--- config.mk ---
export PLATFORM = sky130hd
export DESIGN_NAME = tlb_lookup
export DESIGN_NICKNAME = d
export VERILOG_FILES = /design/src/rtl/tlb_pkg.sv /design/src/rtl/tlb_store.sv /design/src/rtl/tlb_way_match.sv /design/src/rtl/tlb_pick.sv /design/src/rtl/tlb_lookup.sv
export SDC_FILE = /design/constraint.sdc
export NUM_CORES = 2
export LEC_CHECK = 0
export BUFFER_PORTS_ARGS = -buffer_cell sky130_fd_sc_hd__buf_2
export CAP_MARGIN = 20
export CORE_MARGIN = 3
export CORE_UTILIZATION = 63
export CTS_CLUSTER_SIZE = 12
export DETAILED_ROUTE_END_ITERATION = 6
export PLACE_DENSITY = 0.81
export SYNTH_ARGS = -nofsm -noshare
export SYNTH_HDL_FRONTEND = slang
export SYNTH_SLANG_ARGS = --single-unit
export TNS_END_PERCENT = 20
--- constraint.sdc ---
create_clock -name clk -period 4.75 [get_ports clk]
set_clock_uncertainty 0.2 [all_clocks]
set_input_delay 0.475 -clock clk [delete_from_list [all_inputs] [get_ports clk]]
set_output_delay 0.475 -clock clk [all_outputs]
set_load 0.01 [all_outputs]
--- src/rtl/tlb_pkg.sv ---
package tlb_pkg;
    localparam int VA_W     = 32;
    localparam int PG_BITS  = 12;
    localparam int VPN_W    = VA_W - PG_BITS;
    localparam int PFN_W    = 20;
    localparam int T_GLOBAL = 11;
    localparam int T_VALID  = 10;
    localparam int D_EXEC   = 20;
    localparam int D_WRITE  = 21;
    localparam int D_READ   = 22;

    typedef enum logic [1:0] {
        ACC_READ  = 2'd0,
        ACC_WRITE = 2'd1,
        ACC_FETCH = 2'd2,
        ACC_RSVD  = 2'd3
    } acc_e;
endpackage

--- src/rtl/tlb_store.sv ---
module tlb_store #(
    parameter int NUM_WAYS    = 4,
    parameter int NUM_ENTRIES = 32
) (
    input  logic                                      clk,
    input  logic                                      rst_n,
    input  logic                                      wr_en,
    input  logic [$clog2(NUM_WAYS)-1:0]               wr_way,
    input  logic [$clog2(NUM_ENTRIES/NUM_WAYS)-1:0]   wr_set,
    input  logic [31:0]                               wr_tag,
    input  logic [31:0]                               wr_data,
    input  logic [$clog2(NUM_ENTRIES/NUM_WAYS)-1:0]   rd_set,
    output logic [NUM_WAYS-1:0][31:0]                 rd_tag,
    output logic [NUM_WAYS-1:0][31:0]                 rd_data
);
    localparam int WAY_W = $clog2(NUM_WAYS);
    localparam int IDX_W = $clog2(NUM_ENTRIES);

    logic [31:0]      tag_d  [NUM_ENTRIES];
    logic [31:0]      tag_q  [NUM_ENTRIES];
    logic [31:0]      data_d [NUM_ENTRIES];
    logic [31:0]      data_q [NUM_ENTRIES];
    logic [IDX_W-1:0] widx;

    // Way-major indexing: way * sets + set (sets is a power of two).
    assign widx = {wr_way, wr_set};

    always_comb begin
        tag_d  = tag_q;
        data_d = data_q;
        if (wr_en) begin
            tag_d[widx]  = wr_tag;
            data_d[widx] = wr_data;
        end
    end

    always_ff @(posedge clk or negedge rst_n) begin
        if (!rst_n) begin
            tag_q  <= '{default: '0};
            data_q <= '{default: '0};
        end else begin
            tag_q  <= tag_d;
            data_q <= data_d;
        end
    end

    for (genvar w = 0; w < NUM_WAYS; w++) begin : g_rd
        localparam logic [WAY_W-1:0] WI = WAY_W'(w);
        assign rd_tag[w]  = tag_q[{WI, rd_set}];
        assign rd_data[w] = data_q[{WI, rd_set}];
    end

    // a write lands in the addressed slot.
    assert_write_lands_R4: assert property (@(posedge clk) disable iff (!rst_n)
        wr_en |=> (tag_q[$past(widx)] == $past(wr_tag)) && (data_q[$past(widx)] == $past(wr_data)));
endmodule

--- src/rtl/tlb_way_match.sv ---
module tlb_way_match #(
    parameter int PID_BITS = 8
) (
    input  logic [31:0]          tag,
    input  logic [19:0]          req_vpn,
    input  logic [PID_BITS-1:0]  cur_pid,
    output logic                 hit
);
    import tlb_pkg::*;

    logic vpn_eq, pid_ok;

    always_comb begin
        vpn_eq = (tag[31:PG_BITS] == req_vpn);
        pid_ok = tag[T_GLOBAL] || (tag[PID_BITS-1:0] == cur_pid);
        hit    = tag[T_VALID] && vpn_eq && pid_ok;
    end
endmodule

--- src/rtl/tlb_pick.sv ---
module tlb_pick #(
    parameter int NUM_WAYS = 4
) (
    input  logic [NUM_WAYS-1:0]         hits,
    output logic                        any,
    output logic [$clog2(NUM_WAYS)-1:0] sel
);
    localparam int WAY_W = $clog2(NUM_WAYS);

    always_comb begin
        any = |hits;
        sel = '0;
        for (int w = NUM_WAYS - 1; w >= 0; w--) begin
            if (hits[w]) sel = WAY_W'(w);
        end
    end
endmodule

--- src/rtl/tlb_lookup.sv ---
module tlb_lookup #(
    parameter int NUM_WAYS    = 4,
    parameter int NUM_ENTRIES = 32,
    parameter int PID_BITS    = 8
) (
    input  logic                                      clk,
    input  logic                                      rst_n,
    input  logic                                      req_valid,
    input  logic [31:0]                               req_vaddr,
    input  logic [1:0]                                req_acc,
    input  logic [PID_BITS-1:0]                       cur_pid,
    input  logic                                      wr_en,
    input  logic [$clog2(NUM_WAYS)-1:0]               wr_way,
    input  logic [$clog2(NUM_ENTRIES/NUM_WAYS)-1:0]   wr_set,
    input  logic [31:0]                               wr_tag,
    input  logic [31:0]                               wr_data,
    output logic                                      rsp_valid,
    output logic                                      rsp_hit,
    output logic                                      rsp_miss,
    output logic [31:0]                               rsp_paddr,
    output logic [2:0]                                rsp_perm,
    output logic                                      rsp_fault,
    output logic [$clog2(NUM_WAYS)-1:0]               rsp_way
);
    import tlb_pkg::*;

    localparam int WAY_W = $clog2(NUM_WAYS);
    localparam int SETS  = NUM_ENTRIES / NUM_WAYS;
    localparam int SET_W = $clog2(SETS);

    typedef struct packed {
        logic             valid;
        logic             hit;
        logic             miss;
        logic [31:0]      paddr;
        logic [2:0]       perm;
        logic             fault;
        logic [WAY_W-1:0] way;
    } rsp_t;

    rsp_t rsp_d, rsp_q;

    logic [19:0]                 req_vpn;
    logic [SET_W-1:0]            rd_set;
    logic [NUM_WAYS-1:0][31:0]   rd_tag;
    logic [NUM_WAYS-1:0][31:0]   rd_data;
    logic [NUM_WAYS-1:0]         hit_vec;
    logic                        any_hit;
    logic [WAY_W-1:0]            sel_way;
    logic [31:0]                 sel_data;

    assign req_vpn = req_vaddr[31:PG_BITS];
    assign rd_set  = req_vpn[SET_W-1:0];

    tlb_store #(.NUM_WAYS(NUM_WAYS), .NUM_ENTRIES(NUM_ENTRIES)) u_store (
        .clk(clk), .rst_n(rst_n), .wr_en(wr_en), .wr_way(wr_way), .wr_set(wr_set),
        .wr_tag(wr_tag), .wr_data(wr_data), .rd_set(rd_set),
        .rd_tag(rd_tag), .rd_data(rd_data)
    );

    for (genvar w = 0; w < NUM_WAYS; w++) begin : g_way
        tlb_way_match #(.PID_BITS(PID_BITS)) u_match (
            .tag(rd_tag[w]), .req_vpn(req_vpn), .cur_pid(cur_pid), .hit(hit_vec[w])
        );
    end

    tlb_pick #(.NUM_WAYS(NUM_WAYS)) u_pick (
        .hits(hit_vec), .any(any_hit), .sel(sel_way)
    );

    assign sel_data = rd_data[sel_way];

    always_comb begin
        rsp_d = '0;
        if (req_valid) begin
            rsp_d.valid = 1'b1;
            if (any_hit) begin
                rsp_d.hit   = 1'b1;
                rsp_d.way   = sel_way;
                rsp_d.paddr = {sel_data[PFN_W-1:0], req_vaddr[PG_BITS-1:0]};
                rsp_d.perm  = {sel_data[D_READ], sel_data[D_WRITE], sel_data[D_EXEC]};
                unique case (acc_e'(req_acc))
                    ACC_READ:  rsp_d.fault = !sel_data[D_READ];
                    ACC_WRITE: rsp_d.fault = !sel_data[D_WRITE];
                    ACC_FETCH: rsp_d.fault = !sel_data[D_EXEC];
                    default:   rsp_d.fault = 1'b1;
                endcase
            end else begin
                rsp_d.miss = 1'b1;
            end
        end
    end

    always_ff @(posedge clk or negedge rst_n) begin
        if (!rst_n) rsp_q <= '0;
        else        rsp_q <= rsp_d;
    end

    assign rsp_valid = rsp_q.valid;
    assign rsp_hit   = rsp_q.hit;
    assign rsp_miss  = rsp_q.miss;
    assign rsp_paddr = rsp_q.paddr;
    assign rsp_perm  = rsp_q.perm;
    assign rsp_fault = rsp_q.fault;
    assign rsp_way   = rsp_q.way;

    logic [NUM_WAYS-1:0] below_sel;
    assign below_sel = (NUM_WAYS'(1) << sel_way) - NUM_WAYS'(1);

    assert_resp_follows_req_R2: assert property (@(posedge clk) disable iff (!rst_n)
        req_valid |=> rsp_valid);
    assert_no_resp_idle_R2: assert property (@(posedge clk) disable iff (!rst_n)
        !req_valid |=> !rsp_valid && !rsp_hit && !rsp_miss);
    assert_hit_xor_miss_R9: assert property (@(posedge clk) disable iff (!rst_n)
        rsp_valid |-> (rsp_hit ^ rsp_miss));
    assert_miss_quiet_R9: assert property (@(posedge clk) disable iff (!rst_n)
        rsp_miss |-> (rsp_paddr == '0) && (rsp_perm == '0) && !rsp_fault);
    assert_fault_needs_hit_R7: assert property (@(posedge clk) disable iff (!rst_n)
        rsp_fault |-> rsp_hit);
    assert_offset_kept_R5: assert property (@(posedge clk) disable iff (!rst_n)
        rsp_hit |-> (rsp_paddr[PG_BITS-1:0] == $past(req_vaddr[PG_BITS-1:0])));
    assert_lowest_way_R8: assert property (@(posedge clk) disable iff (!rst_n)
        any_hit |-> hit_vec[sel_way] && ((hit_vec & below_sel) == '0));
endmodule

==> flow_summary_export.csv <==
group,metric,value,unit
cells_and_area,mostFrequentLayoutCells,"dfrtp_1 (1,737), mux2_2 (1,716), mux4_2 (390)",
yosys,synth_edf_count,0,
power_and_ir_drop,p_leak,39.9,nW
cells_and_area,layout-drive-gt1-share,53.4,%
yosys,synth_area_per_cell,15.8,um^2
worst_setup_path,critical_path_peak_fanout,20,
cts,cts_setup_buffers,0,
sta,hold_viol,0,
cells_and_area,postLayoutCoreUtil,71.5,%
global_route,grt_max_degree,151,
drt,first_iter_violations,4337,
floorplanning,row_count,128,
floorplanning,dieArea,129000,um^2
yosys,yosysSeqAreaShare,55.3,%
power_and_ir_drop,peakVddDrop,0.435,mV
drt,drc,0,
worst_setup_path,r2r_slack,120,ps
cells_and_area,layout_commonest_cell,"dfrtp_1",
cts,clk_latency,820,ps
job,maxCapViolCount,0,
power_and_ir_drop,power,38.7,mW
worst_setup_path,crit_type,"flop to flop",
cells_and_area,final_area,87800,um^2
cts,cts_sinks,1737,
worst_setup_path,critPathCapture,"rsp_paddr[25]",
sta,slew-limit-headroom,23.5,%
drt,vias_per_cell,6.72,
yosys,syn-instance-count,4974,
yosys,syn_area,78500,um^2
placed_design,place_area,82200,um^2
yosys,synth_nets,5089,
cts,numCtsBuffers,176,
run_status,status,"finished clean",
floorplanning,coreArea,123000,um^2
cts,clk_pin_slew_worst_paths,60,ps
cts,cts.repair.resized,0,
global_route,grt_pass1_wl,312,mm
sta,tightest_slew,1150,ps
yosys,ys.flop_type,"dfrtp_1",
worst_setup_path,crit_required,5240,ps
yosys,synth_seq_cells,1737,
floorplanning,ios,156,
sta,layout_setup_ws,122,ps
floorplanning,die_x,359,um
sta,fmax,216,MHz
yosys,ys.warnings.count,0,
cells_and_area,final_nets,5227,
floorplanning,die_h,359,um
placed_design,dp_slack,-338,ps
global_route,grt_pass1_vias,48400,
global_route,antenna_found_initial,18,
sta,setup_viol,0,
power_and_ir_drop,p_per_area,440,nW/um^2
sta,period_share,97.4,%
yosys,yosysUniqueCellTypes,65,
worst_setup_path,critPathCaptureType,"flop",
sta,rsz0062_at_grt,"no",
worst_setup_path,startpoint,"u_store.tag_q[236]",
cts,cts_tree,"yes",
worst_setup_path,cp.arrival,5120,ps
worst_setup_path,startpoint_type,"flop",
global_route,gr-total-overflow,0,
floorplanning,initial_utilization,63.9,%
placed_design,place.gp.congestion,0.939,
global_route,track_usage,32.2,%
placed_design,port_buffers,144,
cts,cts_buffer_depth,3,
drt,first_pass_iters,6,
worst_setup_path,r2r_start,"u_store.tag_q[236]",
yosys,synthArstFlopShare,100,%
drt,wl_per_cell,30.0,um
worst_setup_path,worstRegToRegCells,14,
drt,wl,206,mm
sta,slew_violations,0,
sta,period_minus_slack,4630,ps
placed_design,hpwl,118,mm
drt,vias,46100,
cts,cts-root-buf,"clkbuf_16",
worst_setup_path,r2r_end,"rsp_paddr[25]",
cts,cts-htree-levels,4,
cells_and_area,areaGrowthSynthToFinish,11.8,%
drt,drtAntennaViolNets,0,
worst_hold_path,hold_path.class,"input pin to flop",
-- metrics by stage --
stage / hold WS [ps] / cells / setup TNS [ps]
floorplan: -20.6 / 4974 / 0
global placement: 280 / 6542 / -5730
detailed placement: 287 / 6543 / -5490
CTS: 28.0 / 6854 / 0
global route: 88.9 / 6860 / 0
finish: 84.0 / 6865 / 0
-- where the power goes --
group / total, mW / internal [mW] / leakage, nW / switching (mW)
Sequential: 19.1 / 17.6 / 22.3 / 1.45
Clock: 13.2 / 7.49 / 2.63 / 5.72
Combinational: 6.38 / 3.85 / 15.1 / 2.53
Total: 38.7 / 29.0 / 39.9 / 9.70
-- logic make-up (layout without fill, tap and decap cells) --
family	Yosys count	in the layout	synth area share, %
buffers and inverters	474	729	2.54
AOI/OAI and AO/OA	131	131	1.26
xor gates and xnor gates	89	89	0.992
other	0	11	0
and+or+nand+nor	254	254	1.75
DFF	1737	1737	55.3
muxes	2289	2289	38.1
-- layer usage --
metal / wire [um] / track usage (%) / vias up
met5: 51 / 0 / -
met4: 7030 / 10.9 / 8
met3: 14300 / 5.84 / 444
met2: 98600 / 50.9 / 1606
met1: 86000 / 46.0 / 25300
li1: - / - / 18800
-- final cells by class --
cell class	count	area (um^2)
antenna	11	27.5
clock buffer	269	5120
multi-input combinational	2763	33300
inverter	15	57.6
clock inverter	26	279
fill	7720	35000
timing repair buffer	419	3490
tap	1625	2030
sequential	1737	43500
-- how the worst min path moves through the flow --
stage,from,endpoint,depth (start not counted)
after floorplan,rst_n,rsp_fault,0
after global placement,u_store.tag_q[716],u_store.tag_q[716],1
after detailed placement,u_store.tag_q[77],u_store.tag_q[77],1
after CTS,wr_data[9],u_store.data_q[905],2
after global routing,wr_data[3],u_store.data_q[771],2
final,wr_tag[17],u_store.tag_q[945],2
-- worst max-delay path, stage by stage (launching register included) --
cell and delay, ps:
dfrtp_1 370, or4b_2 660, mux4_2 480, mux2i_1 160
buf_4 160, nand4_1 90, a211oi_1 300, o2111a_1 270
o41ai_2 70, buf_4 150, a32oi_4 480, buf_12 290
mux4_2 550, mux2i_1 190, nor2_1 60
-- Yosys cell counts, types with 8 or more instances --
library cell	count	share of area, %
a21oi_1	19	0.12
a221oi_1	12	0.13
a22o_1	9	0.10
a22oi_1	23	0.22
and3_1	22	0.18
buf_1	11	0.053
buf_2	29	0.18
buf_4	23	0.22
buf_6	12	0.17
clkbuf_1	384	1.8
dfrtp_1	1737	55
inv_1	13	0.062
mux2_2	1716	25
mux2i_1	183	2.3
mux4_2	390	11
nand2_1	59	0.28
nand3_1	10	0.064
nand4_1	15	0.12
nand4b_1	8	0.089
nor2_1	65	0.31
nor3_1	9	0.057
nor4_1	12	0.096
o21ai_0	16	0.10
o22ai_1	10	0.080
xnor2_1	38	0.42
xor2_1	51	0.57
-- flip-flops by register name, summed over array words and instances, names as in the netlist --
register / count
u_store.tag_q: 960
u_store.data_q: 736
rsp_paddr: 32
rsp_perm: 3
rsp_way: 2
rsp_fault: 1
rsp_hit: 1
rsp_miss: 1
rsp_valid: 1
-- what timing repair did --
item / CTS / global route
endpoints found under the hold margin: 107 / 0
setup endpoints to repair: 0 / 0
hold buffers: 16 / 0
Power figures use the tool's default switching activity.
